$ cat src/rtl/rdc_pkg.sv
package rdc_pkg;

  // register word index (byte offset >> 2)
  localparam logic [2:0] RI_CTRL = 3'd0;
  localparam logic [2:0] RI_NEXT = 3'd1;
  localparam logic [2:0] RI_CUR  = 3'd2;
  localparam logic [2:0] RI_MASK = 3'd3;
  localparam logic [2:0] RI_STAT = 3'd4;

  // control bit positions that software and the engine rely on
  localparam int CB_SRC   = 2;
  localparam int CB_DST   = 4;
  localparam int CB_EN    = 12;
  localparam int CB_FETCH = 13;
  localparam int CB_ACT   = 14;
  localparam int CB_ABORT = 20;

  typedef enum logic [1:0] {
    AM_INC  = 2'b00,
    AM_R1   = 2'b01,
    AM_HOLD = 2'b10,
    AM_R3   = 2'b11
  } addr_mode_e;

  typedef enum logic [1:0] {
    ES_IDLE,
    ES_FETCH,
    ES_READ,
    ES_WRITE
  } eng_state_e;

endpackage

$ cat src/rtl/rdc_addr_step.sv
module rdc_addr_step
  import rdc_pkg::*;
#(
  parameter int AW = 32
) (
  input  logic          clk,
  input  logic          rst,
  input  logic          load,
  input  logic [AW-1:0] load_val,
  input  logic          step,
  input  addr_mode_e    mode,
  output logic [AW-1:0] addr
);

  localparam logic [AW-1:0] WORD_BYTES = AW'(4);

  always_ff @(posedge clk) begin
    if (rst) begin
      addr <= '0;
    end else if (load) begin
      addr <= load_val;
    end else if (step && (mode != AM_HOLD)) begin
      addr <= addr + WORD_BYTES;
    end
  end

endmodule

$ cat src/rtl/rdc_regs.sv
module rdc_regs
  import rdc_pkg::*;
#(
  parameter int AW  = 32,
  parameter int DW  = 32,
  parameter int RAW = 5
) (
  input  logic          clk,
  input  logic          rst,
  input  logic          reg_we,
  input  logic [RAW-1:0] reg_addr,
  input  logic [DW-1:0] reg_wdata,
  output logic [DW-1:0] reg_rdata,
  input  logic          active,
  input  logic [AW-1:0] cur_desc,
  input  logic          done,
  output logic          en,
  output logic [1:0]    src_mode,
  output logic [1:0]    dst_mode,
  output logic          fetch_go,
  output logic          abort_go,
  output logic [AW-1:0] next_ptr,
  output logic          sts,
  output logic          msk,
  output logic          irq
);

  localparam int IDX_W = RAW - 2;

  logic [IDX_W-1:0] idx;
  logic             wr_ctrl, wr_next, wr_mask, wr_stat;
  logic [DW-1:0]    ctrl_view;

  assign idx     = reg_addr[RAW-1:2];
  assign wr_ctrl = reg_we && (idx == IDX_W'(RI_CTRL));
  assign wr_next = reg_we && (idx == IDX_W'(RI_NEXT));
  assign wr_mask = reg_we && (idx == IDX_W'(RI_MASK));
  assign wr_stat = reg_we && (idx == IDX_W'(RI_STAT));

  // one-shot commands act in the cycle of the write
  assign fetch_go = wr_ctrl && reg_wdata[CB_FETCH];
  assign abort_go = wr_ctrl && reg_wdata[CB_ABORT];

  always_ff @(posedge clk) begin
    if (rst) begin
      en       <= 1'b0;
      src_mode <= 2'b00;
      dst_mode <= 2'b00;
      next_ptr <= '0;
      msk      <= 1'b0;
      sts      <= 1'b0;
      irq      <= 1'b0;
    end else begin
      if (wr_ctrl) begin
        en       <= reg_wdata[CB_EN];
        src_mode <= reg_wdata[CB_SRC +: 2];
        dst_mode <= reg_wdata[CB_DST +: 2];
      end
      if (wr_next) next_ptr <= AW'(reg_wdata);
      if (wr_mask) msk <= reg_wdata[0];
      // a new completion wins over a clear in the same cycle
      if (done)                          sts <= 1'b1;
      else if (wr_stat && !reg_wdata[0]) sts <= 1'b0;
      irq <= sts & msk;
    end
  end

  always_comb begin
    ctrl_view                = '0;
    ctrl_view[CB_SRC +: 2]   = src_mode;
    ctrl_view[CB_DST +: 2]   = dst_mode;
    ctrl_view[CB_EN]         = en;
    ctrl_view[CB_ACT]        = active;
  end

  always_ff @(posedge clk) begin
    if (rst) begin
      reg_rdata <= '0;
    end else begin
      case (idx)
        IDX_W'(RI_CTRL): reg_rdata <= ctrl_view;
        IDX_W'(RI_NEXT): reg_rdata <= DW'(next_ptr);
        IDX_W'(RI_CUR):  reg_rdata <= DW'(cur_desc);
        IDX_W'(RI_MASK): reg_rdata <= DW'(msk);
        IDX_W'(RI_STAT): reg_rdata <= DW'(sts);
        default:         reg_rdata <= '0;
      endcase
    end
  end

endmodule

$ cat src/rtl/rdc_engine.sv
module rdc_engine
  import rdc_pkg::*;
#(
  parameter int AW   = 32,
  parameter int DW   = 32,
  parameter int BC_W = 17
) (
  input  logic          clk,
  input  logic          rst,
  input  logic          en,
  input  logic [1:0]    src_mode,
  input  logic [1:0]    dst_mode,
  input  logic          fetch_go,
  input  logic          abort_go,
  input  logic [AW-1:0] next_ptr,
  output logic          mem_req,
  output logic          mem_we,
  output logic [AW-1:0] mem_addr,
  output logic [DW-1:0] mem_wdata,
  input  logic          mem_gnt,
  input  logic [DW-1:0] mem_rdata,
  output logic          active,
  output logic          fetching,
  output logic [AW-1:0] cur_desc,
  output logic          done
);

  localparam int WC_W = BC_W - 1;

  eng_state_e       state_q;
  logic [1:0]       fidx_q;
  logic [AW-1:0]    base_q, link_q;
  logic [WC_W-1:0]  wc_q, wc_new;
  logic [DW-1:0]    data_q;
  logic [BC_W:0]    bc_ext;
  logic             xfer_ok;

  function automatic logic [AW-1:0] align16(input logic [AW-1:0] p);
    return {p[AW-1:4], 4'h0};
  endfunction

  // byte count rounded up to whole words
  assign bc_ext  = {1'b0, mem_rdata[BC_W-1:0]} + (BC_W+1)'(3);
  assign wc_new  = bc_ext[BC_W:2];
  assign xfer_ok = mem_req && mem_gnt && !abort_go && !fetch_go;

  // source (0) and destination (1) address pointers
  logic [AW-1:0] ptr  [2];
  logic          ld   [2];
  logic          stp  [2];
  addr_mode_e    md   [2];

  assign ld[0]  = xfer_ok && (state_q == ES_FETCH) && (fidx_q == 2'd1);
  assign ld[1]  = xfer_ok && (state_q == ES_FETCH) && (fidx_q == 2'd2);
  assign stp[0] = xfer_ok && (state_q == ES_READ);
  assign stp[1] = xfer_ok && (state_q == ES_WRITE);
  assign md[0]  = addr_mode_e'(src_mode);
  assign md[1]  = addr_mode_e'(dst_mode);

  for (genvar g = 0; g < 2; g++) begin : g_ptr
    rdc_addr_step #(.AW(AW)) u_step (
      .clk      (clk),
      .rst      (rst),
      .load     (ld[g]),
      .load_val (AW'(mem_rdata)),
      .step     (stp[g]),
      .mode     (md[g]),
      .addr     (ptr[g])
    );
  end

  always_ff @(posedge clk) begin
    if (rst) begin
      state_q   <= ES_IDLE;
      fidx_q    <= '0;
      base_q    <= '0;
      link_q    <= '0;
      cur_desc  <= '0;
      wc_q      <= '0;
      data_q    <= '0;
      mem_req   <= 1'b0;
      mem_we    <= 1'b0;
      mem_addr  <= '0;
      mem_wdata <= '0;
      done      <= 1'b0;
    end else begin
      done <= 1'b0;
      if (abort_go) begin
        state_q <= ES_IDLE;
        mem_req <= 1'b0;
        mem_we  <= 1'b0;
      end else if (fetch_go) begin
        state_q <= ES_FETCH;
        base_q  <= align16(next_ptr);
        fidx_q  <= '0;
        mem_req <= 1'b0;
        mem_we  <= 1'b0;
      end else begin
        case (state_q)
          ES_FETCH: begin
            if (!mem_req) begin
              mem_req  <= 1'b1;
              mem_we   <= 1'b0;
              mem_addr <= base_q + AW'({fidx_q, 2'b00});
            end else if (mem_gnt) begin
              mem_req <= 1'b0;
              fidx_q  <= fidx_q + 2'd1;
              if (fidx_q == 2'd0) wc_q <= wc_new;
              if (fidx_q == 2'd3) begin
                cur_desc <= base_q;
                link_q   <= AW'(mem_rdata);
                if (wc_q == '0) begin
                  done   <= 1'b1;
                  base_q <= align16(AW'(mem_rdata));
                end else begin
                  state_q <= ES_READ;
                end
              end
            end
          end
          ES_READ: begin
            if (!mem_req) begin
              if (en) begin
                mem_req  <= 1'b1;
                mem_we   <= 1'b0;
                mem_addr <= ptr[0];
              end
            end else if (mem_gnt) begin
              mem_req <= 1'b0;
              data_q  <= mem_rdata;
              state_q <= ES_WRITE;
            end
          end
          ES_WRITE: begin
            if (!mem_req) begin
              if (en) begin
                mem_req   <= 1'b1;
                mem_we    <= 1'b1;
                mem_addr  <= ptr[1];
                mem_wdata <= data_q;
              end
            end else if (mem_gnt) begin
              mem_req <= 1'b0;
              mem_we  <= 1'b0;
              wc_q    <= wc_q - WC_W'(1);
              if (wc_q == WC_W'(1)) begin
                done    <= 1'b1;
                state_q <= ES_FETCH;
                base_q  <= align16(link_q);
                fidx_q  <= '0;
              end else begin
                state_q <= ES_READ;
              end
            end
          end
          default: ;
        endcase
      end
    end
  end

  assign active   = en && ((state_q == ES_READ) || (state_q == ES_WRITE));
  assign fetching = (state_q == ES_FETCH);

endmodule

$ cat src/rtl/ring_dma_chan.sv
module ring_dma_chan
  import rdc_pkg::*;
#(
  parameter int AW   = 32,
  parameter int DW   = 32,
  parameter int BC_W = 17,
  parameter int RAW  = 5
) (
  input  logic           clk,
  input  logic           rst,
  input  logic           reg_we,
  input  logic [RAW-1:0] reg_addr,
  input  logic [DW-1:0]  reg_wdata,
  output logic [DW-1:0]  reg_rdata,
  output logic           mem_req,
  output logic           mem_we,
  output logic [AW-1:0]  mem_addr,
  output logic [DW-1:0]  mem_wdata,
  input  logic           mem_gnt,
  input  logic [DW-1:0]  mem_rdata,
  output logic           irq
);

  logic          en, fetch_go, abort_go, active, fetching, done, sts, msk;
  logic [1:0]    src_mode, dst_mode;
  logic [AW-1:0] next_ptr, cur_desc;

  rdc_regs #(.AW(AW), .DW(DW), .RAW(RAW)) u_regs (
    .clk       (clk),
    .rst       (rst),
    .reg_we    (reg_we),
    .reg_addr  (reg_addr),
    .reg_wdata (reg_wdata),
    .reg_rdata (reg_rdata),
    .active    (active),
    .cur_desc  (cur_desc),
    .done      (done),
    .en        (en),
    .src_mode  (src_mode),
    .dst_mode  (dst_mode),
    .fetch_go  (fetch_go),
    .abort_go  (abort_go),
    .next_ptr  (next_ptr),
    .sts       (sts),
    .msk       (msk),
    .irq       (irq)
  );

  rdc_engine #(.AW(AW), .DW(DW), .BC_W(BC_W)) u_eng (
    .clk       (clk),
    .rst       (rst),
    .en        (en),
    .src_mode  (src_mode),
    .dst_mode  (dst_mode),
    .fetch_go  (fetch_go),
    .abort_go  (abort_go),
    .next_ptr  (next_ptr),
    .mem_req   (mem_req),
    .mem_we    (mem_we),
    .mem_addr  (mem_addr),
    .mem_wdata (mem_wdata),
    .mem_gnt   (mem_gnt),
    .mem_rdata (mem_rdata),
    .active    (active),
    .fetching  (fetching),
    .cur_desc  (cur_desc),
    .done      (done)
  );

endmodule

$ cat config.mk
export PLATFORM = sky130hd
export DESIGN_NAME = ring_dma_chan
export DESIGN_NICKNAME = d
export VERILOG_FILES = /design/src/rtl/rdc_pkg.sv /design/src/rtl/rdc_addr_step.sv /design/src/rtl/rdc_regs.sv /design/src/rtl/rdc_engine.sv /design/src/rtl/ring_dma_chan.sv
export SDC_FILE = /design/constraint.sdc
export NUM_CORES = 1
export LEC_CHECK = 0
export BUFFER_PORTS_ARGS = -buffer_cell sky130_fd_sc_hd__buf_2
export CAP_MARGIN = 30
export CELL_PAD_IN_SITES_DETAIL_PLACEMENT = 1
export CELL_PAD_IN_SITES_GLOBAL_PLACEMENT = 1
export CORE_UTILIZATION = 46
export CTS_BUF_LIST = sky130_fd_sc_hd__clkbuf_4
export CTS_CLUSTER_DIAMETER = 120
export DETAILED_ROUTE_END_ITERATION = 12
export PLACE_DENSITY_LB_ADDON = 0.2
export SLEW_MARGIN = 20
export SYNTH_ARGS = -nofsm -noshare
export SYNTH_HDL_FRONTEND = slang
export SYNTH_HIERARCHICAL = 1
export SYNTH_SLANG_ARGS = --single-unit
$ cat constraint.sdc
create_clock -name clk -period 3.8 [get_ports clk]
set_clock_uncertainty 0.1 [all_clocks]
set_input_delay 0 -clock clk [delete_from_list [all_inputs] [get_ports clk]]
set_output_delay 0 -clock clk [all_outputs]
set_load 0.02 [all_outputs]
# Word level (Yosys, flattened, before mapping)
# Cells that the tools add are included.
# Widths: inputs -> output; s select.
[word_totals] reg_bits=351 inputBits=73 out_inout_bits=99
[classes] n_addsub=6 eq_ne=39 muxes=66 bitwise=4 reduce_logical=46
[ops] operator="$mux 32" count=17
[ops] operator="$pmux 32 s5" count=1
[ops] operator="$pmux 32 s3" count=1
[ops] operator="$mux 16" count=5
[ops] operator="$add 32x3->32 const B" count=2
[ops] operator="$pmux 32 s2" count=1
[ops] operator="$add 32x4->32" count=1
[ops] operator="$pmux 16 s2" count=1
[ops] operator="$mux 2" count=15
[ops] operator="$reduce_and 9->1" count=3
[ops] operator="$ne 2x2->1 const B" count=11
[ops] operator="$mux 1" count=20
[ops] operator="$add 17x2->18 const B" count=1
[ops] operator="$logic_and 1x1->1" count=18
[ops] operator="$ne 3x1->1 const B" count=6
[ops] operator="$eq 16x1->1 const B" count=1
[ops] operator="$logic_not 16->1" count=1
[ops] operator="$reduce_and 8->1" count=2
[ops] operator="$sub 16x1->16 const B" count=1
[ops] operator="$ne 3x2->1 const B" count=5
[ops] operator="$reduce_and 6->1" count=2
[ops] operator="$ne 2x1->1 const B" count=5
[ops] operator="$reduce_and 5->1" count=2
[ops] operator="$reduce_bool 2->1" count=5
[ops] operator="other kinds (22)" count=34

# Longest topological paths before layout
# Gate-level depths: netlist of run 1.
[depth] depth_word=10 depth_mapped=14 mapped_depth_nobuf=10

# By module
# Netlist of run 1, hierarchy kept.
[modules_own_cells] mod="rdc_engine" instances=1 cells_each=1180 area_per_inst_um2=9261.4 seq_area_each_um2=4063.9
[modules_own_cells] mod="rdc_addr_step" instances=2 cells_each=214 area_per_inst_um2=1815.5 seq_area_each_um2=640.6
[modules_own_cells] mod="rdc_regs" instances=1 cells_each=293 area_per_inst_um2=2616.3 seq_area_each_um2=1441.4

# Worst setup path after synthesis of run 1
# Ideal clock, no wire load.
[synth_timing] path_kind="input to register" from="input port reg_addr[2]" to="register u_eng.g_ptr[0].u_step.addr[29]" setup_ns=0.137 t_arrival_ns=2.631 t_required_ns=3.563 setup_slack_ns=0.932 stages=14 cell_sequence="nor4b_4 -> and2_1 -> buf_2 -> and4bb_2 -> nand3_1 -> inv_1 -> buf_1 -> buf_2 -> and2_1 -> and3_1 -> buf_2 -> nand4_2 -> nor3b_1 -> nor4_2"
[synth_lines] element="start: declaration" line="ring_dma_chan.sv:12" rtl="input logic [RAW-1:0] reg_addr,"
[synth_lines] element="end signal: assignment" line="rdc_addr_step.sv:21" rtl="addr <= load_val;"
[synth_lines] element="end signal: assignment" line="rdc_addr_step.sv:23" rtl="addr <= addr + WORD_BYTES;"
[synth_lines] element="end: declaration" line="rdc_addr_step.sv:12" rtl="output logic [AW-1:0] addr"

==> results.cfg, run 1 <==
[logic_synthesis]
synth_area_um2 = 15500
avgSynthCellArea_um2 = 8.16
synth_cells = 1900
ys_warn_count = 6

[outcome]
run_status = complete, no violations

[die]
die-area_um2 = 34400
chipWidth_um = 186
chipHeight_um = 186
core-area_um2 = 32900
initial_utilization_pct = 47.2
std_cell_rows = 66
pin_count = 172

[placement]
dpl_worst_slack_ps = 660
port_buffers = 169
place_hpwl_um = 35300
numPlacedInstances = 2397
placed_area_um2 = 16500
place.gp.congestion = 0.922

[timing]
max-slew-margin-rel_pct = 36.7
rsz0062_at_grt = false
period_minus_slack_ps = 3590
tightest_slew_ps = 950
worst_slack_ps = 208
fin_crit_sh_pct = 94.5
finalHoldViolCount = 0
setup_violations = 0
fmax_ghz = 0.278
final_max_slew_viol_count = 0
holdWs_ps = 45.4
fin_setup_tns_ps = 0

[global_route]
antenna_found_initial = 2
grt_pass1_vias = 16670
grt_usage_pct = 37.0
grt_pass1_wl_um = 97000
grt_overflow = 0
grt_max_degree = 90

[critical_path]
endpoint_kind = flip-flop
r2r-end = u_eng/g_ptr[1].u_step/addr[31]
crit_end = u_eng/g_ptr[0].u_step/addr[30]
r2r_start = u_eng/state_q[1]
r2r_cells = 8
crit_type = primary input to flip-flop
worstPathMaxFanout = 16
cp_data_arrival_time_ps = 4190
crit_path_start = reg_addr[3]
setup.worst_path.start_class = primary input
rrSetupSlack_ps = 590
required_ps = 4400

[power_and_ir_drop]
p_switching_w = 0.00199
pwr-share-seq_pct = 47.5
pwr-share-comb_pct = 6.5
cellPowerDensity_nw_per_um2 = 380
p_leak_nw = 7.39
vdd_drop_max_mv = 0.227
p_int_w = 0.00555
swShare_pct = 26.4
p_clk_share_pct = 45.9

[routing]
drt-initial-drc-count = 1340
first_pass_iters = 5
drt_wl_total_um = 64200
viasPerCell = 5.85
antenna_left = 0
vias = 16230
drc_errors = 0
wire_per_inst_um = 23.2

[final_layout]
multi_input_area_um2 = 7960
fill_cells = 3983
final_cell_area_um2 = 19800
regArea_um2 = 6790
fin_cells = 2772
area_delta_synth_final_pct = 28.0
drive_above_1_share_pct = 16.5
nets = 2342

[clock_tree]
worstSkewPairLatency_ps = 840
cts_buffers = 92
cts_sinks = 339
clockRootBuffer = clkbuf_4
cts.clk_slew.worst_paths_ps = 70
post_cts_buffers = 0
cts_tree = done
cts_max_path_buffers = 3
h-tree-depth = 3

[hold_path]
hp-class = primary input to flip-flop

[flow_run]
drv_cap = 0
==> power groups by stage <==
stage	clock, W	combinational (W)	sequential (W)
3_3_place_gp	0	0.000304	0.00366
5_1_grt	0.00370	0.000511	0.00358
4_1_cts	0.00344	0.000455	0.00358
3_5_place_dp	0	0.000310	0.00366
6_report	0.00346	0.000491	0.00358
2_1_floorplan	0	0.000169	0.00366
==> flip-flops by register name (all words and copies together), names as in the netlist, 2 cells and up <==
| signal | count |
|---|---|
| u_regs/dst_mode | 2 |
| u_eng/mem_addr | 32 |
| u_eng/fidx_q | 2 |
| u_eng/g_ptr.u_step/addr | 64 |
| u_eng/wc_q | 16 |
| u_eng/data_q | 32 |
| u_eng/base_q | 28 |
| u_regs/next_ptr | 32 |
| u_regs/reg_rdata | 32 |
| u_regs/src_mode | 2 |
| u_eng/cur_desc | 28 |
| u_eng/mem_wdata | 32 |
| u_eng/link_q | 28 |
| u_eng/state_q | 2 |
==> routing by layer <==
layer | track usage, % | routed length (um) | part of all wire (%)
met1 | 47.3 | 27600 | 43
met2 | 60.4 | 30000 | 47
met3 | 7.36 | 4310 | 6.7
met4 | 16.4 | 2310 | 3.6
met5 | 0 | 0 | 0
==> how the worst min path moves through the flow <==
| stage | startpoint | end | slack [ps] | cells past startpoint |
|---|---|---|---|---|
| after floorplan | reg_addr[4] | u_regs/reg_rdata[0] | -1 | 1 |
| after global placement | reg_wdata[18] | u_regs/next_ptr[18] | 140 | 3 |
| after detailed placement | reg_wdata[16] | u_regs/next_ptr[16] | 150 | 3 |
| after CTS | mem_rdata[21] | u_eng/g_ptr[0].u_step/addr[21] | 0.4 | 4 |
| after global routing | mem_rdata[9] | u_eng/link_q[9] | 10 | 4 |
| final | mem_rdata[9] | u_eng/link_q[9] | 50 | 4 |
==> stage by stage <==
stage,utilization (%),total power [W]
after global routing,60.4,0.00780
after global placement,50.3,0.00397
final,60.4,0.00754
after detailed placement,50.3,0.00397
after floorplan,-,0.00383
after CTS,60.3,0.00748
==> timing repair <==
action | 4_1_cts | 5_1_grt
resized for setup | 0 | 1
hold buffers | 210 | 0
hold endpoints to repair | 333 | 0
setup endpoints to repair | 0 | 5
==> placed cells by master, fill, tap and decap left out, drive strengths merged, types with 14 or more instances in the layout <==
cell           n
nand2        383
dfxtp        339
a21oi        214
dlygate4sd3  210
nor2         206
buf          202
clkbuf       130
mux2i        121
a211oi        58
o21ai         48
nand3         36
nand4         36
inv           33
xor2          31
xnor2         31
a22oi         26
clkinv        24
nor4          21
nor3          18
and2          16
nor3b         14
==> critical path, cell delays in order <==
cell and delay, ps:
dlygate4sd3_1 570, buf_2 420, nor4b_4 90, dlygate4sd3_1 620
and2_1 210, buf_4 200, nand4bb_2 350, nor2_1 420
and2_1 440, buf_4 300, nor2_1 80, a221o_1 300
a211oi_1 180
==> cell type report <==
class	instances	share of cell area, %
timing repair buffer	412	16.3
clock buffer	130	4.92
clock inverter	31	1.04
antenna	3	0.0378
sequential	339	34.2
tap	442	2.79
inverter	31	0.586
multi-input combinational	1384	40.1
Note: power is estimated with default switching activity, not from simulation.
==> inputs of run 2 (changes only) <==
--- a/config.mk
+++ b/config.mk
@@ -9,6 +9,7 @@
 export CAP_MARGIN = 30
 export CELL_PAD_IN_SITES_DETAIL_PLACEMENT = 1
 export CELL_PAD_IN_SITES_GLOBAL_PLACEMENT = 1
+export CORE_ASPECT_RATIO = 0.9
 export CORE_UTILIZATION = 46
 export CTS_BUF_LIST = sky130_fd_sc_hd__clkbuf_4
 export CTS_CLUSTER_DIAMETER = 120
==> run 2 against run 1 <==
Fmax rose by 12%. Critical path type unchanged. Via count fell by 3.0%. Global-route usage fell by 1.6 points. Sequential cell count did not move. Total power fell by 3.6%.
==> results.cfg, run 2 (synthesis results as in run 1) <==
[hold_path]
hold_depth = 3
hp-class = primary input to flip-flop
hold_end = u_regs/reg_rdata[0]
hp-start = reg_addr[4]

[clock_tree]
post_cts_buffers = 0
clockRootBuffer = clkbuf_4
cts_sinks = 339
worstSkewPairLatency_ps = 760
cts_resized = 0
h-tree-depth = 3
cts.clk_slew.worst_paths_ps = 70
cts_buffers = 90
cts_max_path_buffers = 3
cts_tree = done

[power_and_ir_drop]
cellPowerDensity_nw_per_um2 = 379
vdd_drop_max_mv = 0.221
p_leak_nw = 7.07

[timing]
tightest_slew_ps = 943
fin_crit_sh_pct = 84.3
finalHoldViolCount = 0
setup_violations = 0
max-slew-margin-rel_pct = 36.9
final_max_slew_viol_count = 0
period_minus_slack_ps = 3200
rsz0062_at_grt = false
fin_setup_tns_ps = 0
fmax_ghz = 0.312

[final_layout]
mostFrequentLayoutCell = nand2_1
utilization_pct = 58.1
nets = 2284
largest_register_ffs = 64
fill_cells = 4038
area_delta_synth_final_pct = 23.7
final_cell_mix = nand2_1, dfxtp_1, a21oi_1
largest-register = u_eng/g_ptr.u_step/addr
drive_above_1_share_pct = 17.0
final_cell_area_um2 = 19200

[placement]
port_buffers = 169
placed_area_um2 = 16500
place_hpwl_um = 36500
place.gp.congestion = 0.908

[critical_path]
cpPeakStageDelay_ps = 560
r2r_cells = 8
rrSetupSlack_ps = 730
endpoint_kind = flip-flop
r2r_start = u_eng/mem_req
crit_type = primary input to flip-flop
required_ps = 4330
cp_slowest_cell = dlygate4sd3_1
cp_data_arrival_time_ps = 3740
worstPathMaxFanout = 29
r2r-end = u_eng/g_ptr[1].u_step/addr[29]
cp_cell_sequence = dlygate4sd3_1 > buf_2 > nor4b_4 > and2_1 > buf_4 > nand4bb_2 > nor2_1 > nand2_2 > buf_12 > nand2_1 > a21oi_1 > dlygate4sd3_1
setup.worst_path.start_class = primary input
cpMostUsedCell = dlygate4sd3_1

[flow_run]
drv_cap = 0

[die]
std_cell_rows = 63
die-area_um2 = 34400
chipWidth_um = 196
initial_utilization_pct = 46.9
core-area_um2 = 33000
pin_count = 172
chipHeight_um = 176

[routing]
drt_wl_total_um = 61900
vias = 15745
wire_per_inst_um = 23.0
antenna_left = 0
drc_errors = 0
viasPerCell = 5.86
first_pass_iters = 5
drt-initial-drc-count = 1383

[outcome]
run_status = complete, no violations

[global_route]
antenna_found_initial = 3
grt_max_degree = 136
grt_pass1_vias = 16328
grt_overflow = 0
grt_pass1_wl_um = 94200
grt_usage_pct = 35.5
==> run 2: cell type report <==
| type | count | area (um2) | area share (%) |
|---|---|---|---|
| multi-input combinational | 1384 | 7960 | 41.5 |
| sequential | 339 | 6790 | 35.4 |
| timing repair buffer | 356 | 2690 | 14.0 |
| clock buffer | 134 | 1010 | 5.24 |
| tap | 422 | 528 | 2.75 |
| inverter | 31 | 116 | 0.607 |
| clock inverter | 17 | 82.6 | 0.430 |
| antenna | 3 | 7.51 | 0.0391 |
==> run 2: critical path: cells and delay by family <==
kind            cells  cell delay, ps
compound gates      1              50
simple gates        6            1660
buf+inv             5            1990
==> run 2: how the worst max path moves through the flow <==
| stage | from | end | cells past startpoint |
|---|---|---|---|
| after floorplan | reg_addr[2] | u_eng/g_ptr[0].u_step/addr[29] | 14 |
| after detailed placement | reg_addr[3] | u_eng/g_ptr[0].u_step/addr[6] | 11 |
| final | reg_addr[3] | u_eng/link_q[23] | 12 |
| after global placement | reg_addr[3] | u_eng/g_ptr[0].u_step/addr[9] | 11 |
| after global routing | reg_addr[3] | u_eng/link_q[23] | 12 |
| after CTS | reg_addr[3] | u_eng/link_q[23] | 12 |
==> run 2: repair_timing <==
action / 4_1_cts / 5_1_grt
setup endpoints to repair: 0 / 0
hold buffers: 155 / 0
hold endpoints to repair: 292 / 0
==> run 2: metrics by stage <==
step / cells / power, W / setup slack [ps] / hold WS, ps
floorplan: 1903 / 0.00383 / 932 / -0.994
global placement: 2376 / 0.00397 / 736 / 155
detailed placement: 2377 / 0.00398 / 634 / 154
CTS: 2683 / 0.00722 / 747 / 1.96
global route: 2686 / 0.00752 / 500 / 35.2
finish: 2686 / 0.00727 / 598 / 54.0
==> run 2: per-layer routing <==
layer  vias up  routed length [um]  part of all wire (%)  track usage, %
met5         -                   0                     0               0
li1       7183                   -                     -               -
met4         0                3440                   5.6            21.3
met1      7818               25100                    40            42.2
met2       569               30000                    48            60.5
met3       175                3420                   5.5            5.79
==> run 2: report_power, final <==
group          leakage (nW)  switching (W)  internal, W  total, W
Clock                 0.653        0.00163      0.00160   0.00324
Sequential             2.73      0.0000167      0.00357   0.00358
Combinational          3.68       0.000273     0.000174  0.000448
Total                  7.07        0.00192      0.00534   0.00727
